## src/rtl/dis_pkg.sv

```systemverilog
package dis_pkg;

  localparam int unsigned DW        = 32;
  localparam int unsigned AW        = 12;
  localparam int unsigned NUM_STEPS = 8;
  localparam int unsigned STEP_W    = $clog2(NUM_STEPS);
  localparam int unsigned BAND_W    = 3;

  // Register offsets
  localparam logic [AW-1:0] VEND_OFS = 12'h10C;
  localparam logic [AW-1:0] CFG_OFS  = 12'h100;
  localparam logic [AW-1:0] STAT_OFS = 12'h108;

  // Bit positions the delay line decodes
  localparam int unsigned PWRSAVE_BIT = 1;
  localparam int unsigned RST_BIT     = 30;
  localparam int unsigned PDN_BIT     = 29;
  localparam int unsigned EN_BIT      = 16;
  localparam int unsigned CKOUT_BIT   = 18;
  localparam int unsigned LOCK_BIT    = 7;
  localparam int unsigned BAND_LSB    = 24;

  typedef logic [BAND_W-1:0] band_t;
  typedef logic [STEP_W-1:0] step_t;

  typedef enum logic [2:0] {
    ST_IDLE, ST_RD_ISSUE, ST_RD_WAIT, ST_WR_ISSUE,
    ST_WR_WAIT, ST_PL_ISSUE, ST_PL_WAIT, ST_PL_GAP
  } seq_state_e;

  // Clock-rate band: inclusive upper bounds, fall-through above the top band is 0
  function automatic band_t hz_to_band(input logic [31:0] hz);
    band_t b;
    if      (hz <= 32'd112_000_000) b = 3'd0;
    else if (hz <= 32'd125_000_000) b = 3'd1;
    else if (hz <= 32'd137_000_000) b = 3'd2;
    else if (hz <= 32'd150_000_000) b = 3'd3;
    else if (hz <= 32'd162_000_000) b = 3'd4;
    else if (hz <= 32'd175_000_000) b = 3'd5;
    else if (hz <= 32'd187_000_000) b = 3'd6;
    else if (hz <= 32'd200_000_000) b = 3'd7;
    else                            b = 3'd0;
    return b;
  endfunction

  // Offset touched by each step of the bring-up
  function automatic logic [AW-1:0] step_offset(input step_t s);
    return (s == '0) ? VEND_OFS : CFG_OFS;
  endfunction

  // Field change applied by each step to the word just read
  function automatic logic [DW-1:0] step_modify(input step_t s,
                                                input logic [DW-1:0] cur,
                                                input band_t band);
    logic [DW-1:0] r;
    r = cur;
    case (s)
      3'd0: r[PWRSAVE_BIT] = 1'b0;
      3'd1: r[RST_BIT]     = 1'b1;
      3'd2: r[PDN_BIT]     = 1'b1;
      3'd3: r[BAND_LSB +: BAND_W] = band;
      3'd4: r[RST_BIT]     = 1'b0;
      3'd5: r[PDN_BIT]     = 1'b0;
      3'd6: r[EN_BIT]      = 1'b1;
      default: r[CKOUT_BIT] = 1'b1;
    endcase
    return r;
  endfunction

endpackage

```

## src/rtl/dis_freq_band.sv

```systemverilog
module dis_freq_band
  import dis_pkg::*;
(
  input  logic        clk,
  input  logic        rst_n,
  input  logic        capture,
  input  logic [31:0] hz,
  output band_t       band_q
);

  band_t band_d;
  assign band_d = hz_to_band(hz);

  always_ff @(posedge clk) begin
    if (!rst_n)       band_q <= '0;
    else if (capture) band_q <= band_d;
  end

endmodule

```

## src/rtl/dis_bus_port.sv

```systemverilog
module dis_bus_port
  import dis_pkg::*;
(
  input  logic          clk,
  input  logic          rst_n,
  input  logic          issue,
  input  logic          issue_wr,
  input  logic [AW-1:0] issue_addr,
  input  logic [DW-1:0] issue_data,
  output logic          bus_req,
  output logic          bus_we,
  output logic [AW-1:0] bus_addr,
  output logic [DW-1:0] bus_wdata,
  input  logic          bus_ack,
  input  logic [DW-1:0] bus_rdata,
  output logic          rsp_valid,
  output logic [DW-1:0] rsp_data
);

  assign rsp_valid = bus_req & bus_ack;
  assign rsp_data  = bus_rdata;

  always_ff @(posedge clk) begin
    if (!rst_n) begin
      bus_req   <= 1'b0;
      bus_we    <= 1'b0;
      bus_addr  <= '0;
      bus_wdata <= '0;
    end else if (rsp_valid) begin
      bus_req <= 1'b0;
    end else if (issue) begin
      bus_req   <= 1'b1;
      bus_we    <= issue_wr;
      bus_addr  <= issue_addr;
      bus_wdata <= issue_data;
    end
  end

  // a new access is only launched when nothing is outstanding
  assert_single_flight_R5: assert property (@(posedge clk) disable iff (!rst_n)
    issue |-> !bus_req);

  // an outstanding access holds its attributes until acknowledged
  assert_hold_until_ack_R5: assert property (@(posedge clk) disable iff (!rst_n)
    (bus_req && !bus_ack) |=> (bus_req && $stable(bus_we) && $stable(bus_addr) && $stable(bus_wdata)));

endmodule

```

## src/rtl/dis_poll_pacer.sv

```systemverilog
module dis_poll_pacer #(
  parameter int unsigned TICKS_PER_US = 100,
  parameter int unsigned MAX_POLLS    = 50
) (
  input  logic clk,
  input  logic rst_n,
  input  logic clear,
  input  logic miss,
  input  logic gap_run,
  output logic gap_done,
  output logic last_poll
);

  localparam int unsigned PW = $clog2(MAX_POLLS) + 1;
  localparam int unsigned TW = $clog2(TICKS_PER_US) + 1;

  logic [PW-1:0] poll_idx;
  logic [TW-1:0] tick;

  always_ff @(posedge clk) begin
    if (!rst_n)     poll_idx <= '0;
    else if (clear) poll_idx <= '0;
    else if (miss)  poll_idx <= poll_idx + 1'b1;
  end

  always_ff @(posedge clk) begin
    if (!rst_n || !gap_run) tick <= '0;
    else                    tick <= tick + 1'b1;
  end

  assign gap_done  = gap_run && (tick == TW'(TICKS_PER_US - 1));
  assign last_poll = (poll_idx == PW'(MAX_POLLS - 1));

  // the poll index never passes the budget
  assert_poll_budget_R7: assert property (@(posedge clk) disable iff (!rst_n)
    poll_idx <= PW'(MAX_POLLS - 1));

  // a miss is never recorded on the final allowed poll
  assert_no_miss_past_last_R7: assert property (@(posedge clk) disable iff (!rst_n)
    miss |-> !last_poll);

endmodule

```

## src/rtl/dis_init_seq.sv

```systemverilog
module dis_init_seq
  import dis_pkg::*;
#(
  parameter int unsigned TICKS_PER_US = 100,
  parameter int unsigned MAX_POLLS    = 50
) (
  input  logic        clk,
  input  logic        rst_n,
  input  logic        start,
  input  logic [31:0] bus_clk_hz,
  output logic        bus_req,
  output logic        bus_we,
  output logic [11:0] bus_addr,
  output logic [31:0] bus_wdata,
  input  logic        bus_ack,
  input  logic [31:0] bus_rdata,
  output logic        done,
  output logic        timeout
);

  seq_state_e    state_q, state_d;
  step_t         step_q;
  logic [DW-1:0] rmw_q;
  band_t         band_q;
  logic          done_q, timeout_q;

  logic          issue, issue_wr;
  logic [AW-1:0] issue_addr;
  logic          rsp_valid;
  logic [DW-1:0] rsp_data;
  logic          gap_done, last_poll;

  // Named internal events
  logic accept, last_step, lock_hit, poll_miss, cfg_finished;
  assign accept       = start && (state_q == ST_IDLE);
  assign last_step    = (step_q == STEP_W'(NUM_STEPS - 1));
  assign lock_hit     = (state_q == ST_PL_WAIT) && rsp_valid &&  rsp_data[LOCK_BIT];
  assign poll_miss    = (state_q == ST_PL_WAIT) && rsp_valid && !rsp_data[LOCK_BIT];
  assign cfg_finished = (state_q == ST_WR_WAIT) && rsp_valid && last_step;

  assign issue      = (state_q == ST_RD_ISSUE) || (state_q == ST_WR_ISSUE) || (state_q == ST_PL_ISSUE);
  assign issue_wr   = (state_q == ST_WR_ISSUE);
  assign issue_addr = (state_q == ST_PL_ISSUE) ? STAT_OFS : step_offset(step_q);

  dis_freq_band u_band (
    .clk     (clk),
    .rst_n   (rst_n),
    .capture (accept),
    .hz      (bus_clk_hz),
    .band_q  (band_q)
  );

  dis_bus_port u_port (
    .clk        (clk),
    .rst_n      (rst_n),
    .issue      (issue),
    .issue_wr   (issue_wr),
    .issue_addr (issue_addr),
    .issue_data (rmw_q),
    .bus_req    (bus_req),
    .bus_we     (bus_we),
    .bus_addr   (bus_addr),
    .bus_wdata  (bus_wdata),
    .bus_ack    (bus_ack),
    .bus_rdata  (bus_rdata),
    .rsp_valid  (rsp_valid),
    .rsp_data   (rsp_data)
  );

  dis_poll_pacer #(
    .TICKS_PER_US (TICKS_PER_US),
    .MAX_POLLS    (MAX_POLLS)
  ) u_pacer (
    .clk       (clk),
    .rst_n     (rst_n),
    .clear     (cfg_finished),
    .miss      (poll_miss && !last_poll),
    .gap_run   (state_q == ST_PL_GAP),
    .gap_done  (gap_done),
    .last_poll (last_poll)
  );

  always_comb begin
    state_d = state_q;
    unique case (state_q)
      ST_IDLE:     if (start)     state_d = ST_RD_ISSUE;
      ST_RD_ISSUE:                state_d = ST_RD_WAIT;
      ST_RD_WAIT:  if (rsp_valid) state_d = ST_WR_ISSUE;
      ST_WR_ISSUE:                state_d = ST_WR_WAIT;
      ST_WR_WAIT:  if (rsp_valid) state_d = last_step ? ST_PL_ISSUE : ST_RD_ISSUE;
      ST_PL_ISSUE:                state_d = ST_PL_WAIT;
      ST_PL_WAIT:  if (rsp_valid) state_d = (lock_hit || last_poll) ? ST_IDLE : ST_PL_GAP;
      ST_PL_GAP:   if (gap_done)  state_d = ST_PL_ISSUE;
      default:                    state_d = ST_IDLE;
    endcase
  end

  always_ff @(posedge clk) begin
    if (!rst_n) begin
      state_q   <= ST_IDLE;
      step_q    <= '0;
      rmw_q     <= '0;
      done_q    <= 1'b0;
      timeout_q <= 1'b0;
    end else begin
      state_q   <= state_d;
      done_q    <= lock_hit;
      timeout_q <= poll_miss && last_poll;
      if (accept)
        step_q <= '0;
      else if ((state_q == ST_WR_WAIT) && rsp_valid && !last_step)
        step_q <= step_q + 1'b1;
      if ((state_q == ST_RD_WAIT) && rsp_valid)
        rmw_q <= step_modify(step_q, rsp_data, band_q);
    end
  end

  assign done    = done_q;
  assign timeout = timeout_q;

  // Offset of the most recent completed read, for the RMW pairing check
  logic [AW-1:0] last_rd_addr_q;
  always_ff @(posedge clk) begin
    if (!rst_n)                    last_rd_addr_q <= '0;
    else if (rsp_valid && !bus_we) last_rd_addr_q <= bus_addr;
  end

  // every write lands on the offset that was just read
  assert_rmw_same_addr_R4: assert property (@(posedge clk) disable iff (!rst_n)
    (bus_req && bus_we) |-> (bus_addr == last_rd_addr_q));

  // a status read showing lock is followed by done
  assert_lock_gives_done_R6: assert property (@(posedge clk) disable iff (!rst_n)
    lock_hit |=> done);

  // the sampled band holds for the whole run
  assert_band_hold_R8: assert property (@(posedge clk) disable iff (!rst_n)
    (state_q != ST_IDLE) |=> $stable(band_q));

  // completion flags are single-cycle and exclusive
  assert_done_pulse_R9: assert property (@(posedge clk) disable iff (!rst_n)
    done |=> !done);
  assert_timeout_pulse_R9: assert property (@(posedge clk) disable iff (!rst_n)
    timeout |=> !timeout);
  assert_flags_exclusive_R9: assert property (@(posedge clk) disable iff (!rst_n)
    !(done && timeout));

endmodule

```

## config.mk

```make
export PLATFORM = sky130hd
export DESIGN_NAME = dis_init_seq
export DESIGN_NICKNAME = d
export VERILOG_FILES = /design/src/rtl/dis_pkg.sv /design/src/rtl/dis_freq_band.sv /design/src/rtl/dis_bus_port.sv /design/src/rtl/dis_poll_pacer.sv /design/src/rtl/dis_init_seq.sv
export SDC_FILE = /design/constraint.sdc
export NUM_CORES = 1
export LEC_CHECK = 0
export ABC_AREA = 0
export BUFFER_PORTS_ARGS = -buffer_cell sky130_fd_sc_hd__buf_4
export CAP_MARGIN = 20
export CORE_MARGIN = 2
export CORE_UTILIZATION = 46
export CTS_CLUSTER_SIZE = 25
export DETAILED_ROUTE_END_ITERATION = 8
export PLACE_DENSITY = 0.69
export RECOVER_POWER = 100
export REMOVE_ABC_BUFFERS = 1
export SLEW_MARGIN = 25
export SYNTH_ARGS = -nofsm -noshare
export SYNTH_HDL_FRONTEND = slang
export SYNTH_SLANG_ARGS = --single-unit
```

## constraint.sdc

```tcl
create_clock -name clk -period 5.2 [get_ports clk]
set_input_delay 0.26 -clock clk [delete_from_list [all_inputs] [get_ports clk]]
set_output_delay 0.26 -clock clk [all_outputs]
set_load 0.02 [all_outputs]
```

==> flow_summary.toml, run 1 <==
[clock_network]
cts_made_buffers = 9
clock_latency_ns = 0.37
post_cts_resized = 0
clkTransAtPathRegs_ns = 0.10
clock_sinks = 95
cts.path.max_buffers = 2
post-cts-setup-buffers = 0
cts_tree = "built"
htreeDepth = 3
cts_root_buffer = "clkbuf_8"
hold_buffers = 0

[worst_hold_path]
min_path_type = "input pin to register"
holdPathStages = 2
min_to = "timeout"
hp-start = "bus_rdata[7]"

[yosys]
ys_seq_elements = 95
synth_top_area_cell = "dfxtp_1"
synth_edf_count = 0
avgSynthCellArea_um2 = 8.009
syn-cell-area_mm2 = 0.004853
yosysWarningCount = 0
yosysSeqAreaShare = 0.3919
synth_top_area_share = 0.3919
synth_ff_type = "dfxtp_1"
synth_area_leaders = "dfxtp_1 (39%), nand2_1 (11%), a21boi_1 (8.8%)"
syn_inst = 606
ys_types = 71
synthMostInstantiatedCell = "nand2_1"
synth_common_cells = "nand2_1 (147), dfxtp_1 (95), a21boi_1 (57)"
synthArstFlopShare = 0

[timing]
fin_crit_ns = 2.823
tightest_slew_ns = 1.755
relSlewSlack = -0.1701
setup_viol = 0
rsz0062_at_grt = "false"
finalCritPeriodShare = 0.5428
report.final.slew_viol_count = 110
tns_ns = 0
clock-skew-final_ns = 0.01477
final-hold-violation-count = 0
max_freq_ghz = 0.3543

[routing]
vias = 4587
drtIter0Drc = 197
viasPerCell = 5.574
routed_wirelength_mm = 12.67
detail_route.wl_per_cell_um = 15.39
final_antenna_net_count = 0
drcViolationCount = 0
drtPass1Iterations = 5

[pwr]
vdd_drop_max_mv = 0.1394
p_per_area_mw_per_mm2 = 268.1
p_leak_nw = 2.063
p_total_mw = 1.532

[run_status]
outcome = "complete, but fails checks"
violations = "capacitance limit, slew limit"

[critical_path]
path_delay_family = "buffers and inverters"
rr_worst_depth = 5
cp_slowest_cell = "clkbuf_1"
end_kind = "register"
crit_required_ns = 5.47
rrSetupSlack_ns = 2.38
crit_path_start_kind = "register"
crit_buf_inv = 1
timing.rr.end = "rmw_q[29]"
critPathKind = "register to register"
crit_path_max_incr_delay_ns = 1.26
rr_startpoint = "state_q[0]"
crit_fanout = 39
cp_cell_sequence = "nor2_1, and3_1, clkbuf_1, o221ai_1, o211a_1"
arrival_ns = 3.09

[cells_and_area]
layout.nets = 759
insertedDiodeCount = 0
instances_no_fill = 823
fillers = 988
seqCellArea_mm2 = 0.001902
fin_util = 0.5560
multi_input_area_mm2 = 0.002698
drive_gt1_frac = 0.1339
syn2layout_area_growth_pct = 17.74

[floorplanning]
design.die.area_mm2 = 0.01139
ios = 116
die_w_um = 106.7
core_mm2 = 0.01028
num_rows = 37
die_y_um = 106.7
start_util = 0.4722

[global_routing]
grt_max_degree = 79
grt.overflow.total = 0
antenna_found_initial = 0
grt_pass1_vias = 4352
track_usage = 0.2217
grt_pass1_wl_mm = 20.67

[flow_run]
maxCapViolations = 3

[placement]
io_buffer_count = 106
dp_cells = 807
hpwlAfterDp_mm = 8.975
place_congestion = 0.9545
-- registers in the layout, summed over array words and instances (netlist names) --
name,count
done,1
rmw_q,32
state_q,3
step_q,3
timeout,1
u_band.band_q,3
u_pacer.poll_idx,7
u_pacer.tick,8
u_port.bus_addr,3
u_port.bus_req,1
u_port.bus_wdata,32
u_port.bus_we,1
-- metal layers --
layer / vias to the layer above / share of wire / wire length [um] / track usage
li1: 2251 / - / - / -
met1: 2142 / 0.45 / 5644 / 0.2727
met2: 164 / 0.48 / 6052 / 0.3881
met3: 30 / 0.053 / 676 / 0.03951
met4: 0 / 0.023 / 293 / 0.07885
met5: - / 0 / 0 / 0
-- stage by stage --
stage / hold slack (ns) / setup WS, ns / instance area [um2]
after floorplan: 0.3374 / 3.030 / 4647
after global placement: 0.4336 / 2.872 / 5639
after detailed placement: 0.4444 / 2.778 / 5639
after CTS: 0.07791 / 3.165 / 5882
after global routing: 0.08766 / 2.075 / 5714
final: 0.09752 / 2.377 / 5714
-- cells by family after synthesis --
group           count (synthesis)  share of synthesized area
compound gates                136                     0.2091
xor+xnor                       12                    0.02165
fa+ha+maj                       9                    0.02320
buf+inv                        63                    0.05723
flops                          95                     0.3919
mux                             5                    0.01031
other cells                     1                  0.0007727
simple gates                  285                     0.2859
-- worst max path at each step --
stage	depth (start not counted)	slack [ns]	from	to
floorplan	5	3.03	u_port.bus_req	u_port.bus_wdata[0]
global placement	8	2.87	bus_clk_hz[0]	u_band.band_q[2]
detailed placement	8	2.78	bus_clk_hz[0]	u_band.band_q[0]
CTS	3	3.16	state_q[1]	rmw_q[23]
global route	5	2.08	state_q[0]	rmw_q[29]
finish	5	2.38	state_q[0]	rmw_q[29]
-- layout by cell type, fill, tap and decap left out, drive strengths merged, types with 10 or more instances in the layout --
master and instances:
a21oi 16, dfxtp 95, nor4 13, buf 67, inv 13, nand2 147, a21boi 59, o21ai 10
nor2 37, nand4 14, nor3 10, clkbuf 52, nand3 14
-- area by class of cell --
class                   instances  share of cell area
clock buffers                  10             0.02233
flip-flops and latches         95              0.3328
well taps                     136             0.02978
inverters                      11            0.007226
clock inverters                 6             0.02014
repair buffers                109              0.1156
multi-input cells             456              0.4721
-- power by group --
group / total, mW / leakage [nW] / switching, mW / internal, mW
registers: 0.752 / 0.766 / 0.0134 / 0.738
clock network: 0.588 / 0.117 / 0.264 / 0.323
logic: 0.193 / 1.18 / 0.119 / 0.0732
(Power assumes the default switching activity.)
==> run 2: changes to the inputs <==
clock period = 2.9 ns   (was 5.2 ns; I/O delays follow)
==> flow_summary.toml, run 2 (synthesis results as in run 1) <==
[clock_network]
cts_made_buffers = 9
post_cts_resized = 0
cts_root_buffer = "clkbuf_8"
cts.path.max_buffers = 2
clock_latency_ns = 0.36
clock_sinks = 95
cts_tree = "built"
post-cts-setup-buffers = 0
hold_buffers = 1
htreeDepth = 3
clkTransAtPathRegs_ns = 0.10

[timing]
setup_viol = 0
max_freq_ghz = 0.4628
finalCritPeriodShare = 0.7451
fin_crit_ns = 2.161
tns_ns = 0
timing.final.ws_setup_ns = 0.7393
final-hold-violation-count = 0
rsz0062_at_grt = "false"
clock-skew-final_ns = 0.01429
report.final.slew_viol_count = 0
tightest_slew_ns = 0.7691
holdWs_ns = 0.02934
relSlewSlack = 0.4872

[run_status]
outcome = "finished clean"

[critical_path]
crit_path_start_kind = "register"
crit_fanout = 16
end_kind = "register"
arrival_ns = 2.46
crit_required_ns = 3.19
critPathKind = "register to register"

[global_routing]
grt_pass1_wl_mm = 20.33
grt_pass1_vias = 4219
grt.overflow.total = 0
grtUsageMet3 = 0.04255
use_met1 = 0.2853
busiest_layer = "met2"
met2_usage = 0.3649
track_usage = 0.2196
grt_max_degree = 55
antenna_found_initial = 0

[pwr]
p_total_mw = 2.504
p_per_area_mw_per_mm2 = 441.3
p_leak_nw = 2.050
vdd_drop_max_mv = 0.2648

[floorplanning]
core_mm2 = 0.01028
num_rows = 37
ios = 116
start_util = 0.4722
die_y_um = 106.7
design.die.area_mm2 = 0.01139
die_w_um = 106.7

[flow_run]
maxCapViolations = 0

[routing]
drtIter0Drc = 222
routed_wirelength_mm = 12.54
detail_route.wl_per_cell_um = 15.16
final_antenna_net_count = 0
viasPerCell = 5.468
vias = 4522
drcViolationCount = 0
drtPass1Iterations = 5

[placement]
place_congestion = 0.9412
io_buffer_count = 106
hpwlAfterDp_mm = 9.084
dp_slack_ns = 0.6337
dp_cells = 810

[cells_and_area]
drive_gt1_frac = 0.1360
instances_no_fill = 827
insertedDiodeCount = 0
fillers = 1010
top_regs = "rmw_q: 32 flops, u_port.bus_wdata: 32 flops, u_pacer.tick: 8 flops"
final_common_cell = "nand2_1"
syn2layout_area_growth_pct = 16.94
final_cell_mix = "nand2_1 (147), dfxtp_1 (95), buf_4 (70)"
layout.nets = 763

[worst_hold_path]
min_path_type = "input pin to register"
## run 2: layout make-up
cell class / instances / area [um2] / share of cell area
Inverter: 11 / 41.29 / 0.007275
Tap cell: 136 / 170.2 / 0.02998
Clock inverter: 6 / 51.30 / 0.009039
Clock buffer: 10 / 127.6 / 0.02249
Multi-Input combinational cell: 456 / 2689 / 0.4738
Sequential cell: 95 / 1902 / 0.3351
Timing Repair Buffer: 113 / 694.4 / 0.1224
## run 2: worst paths after layout
path,start,endpoint,slack (ns),cells after the start
max,u_port.bus_req,rmw_q[3],0.74,5
min,bus_rdata[27],rmw_q[27],0.03,3
max reg2reg,u_port.bus_req,rmw_q[3],0.74,5
min reg2reg,rmw_q[25],u_port.bus_wdata[25],0.45,2
## run 2: through the flow
step | cell area, um2 | util
floorplan | 4647 | -
global placement | 5662 | 0.5509
detailed placement | 5662 | 0.5509
CTS | 5851 | 0.5693
global route | 5675 | 0.5522
finish | 5675 | 0.5522
## run 2: where the power goes
group | leakage [nW] | internal [mW] | switching, mW
registers | 0.766 | 1.32 | 0.0230
clock network | 0.0814 | 0.324 | 0.486
logic | 1.20 | 0.134 | 0.213
total | 2.05 | 1.78 | 0.722
## run 2: routing by layer
metal	vias up	share of wire
met5	-	0
met4	0	0.022
met2	156	0.47
met1	2083	0.46
li1	2261	-
met3	22	0.053
## run 2: worst max-delay path, stage by stage, from the launching register on
cell,delay [ns]
dfxtp_1,0.38
and2_0,0.28
and3_1,0.58
clkbuf_1,0.53
nand2_1,0.15
a21boi_0,0.17
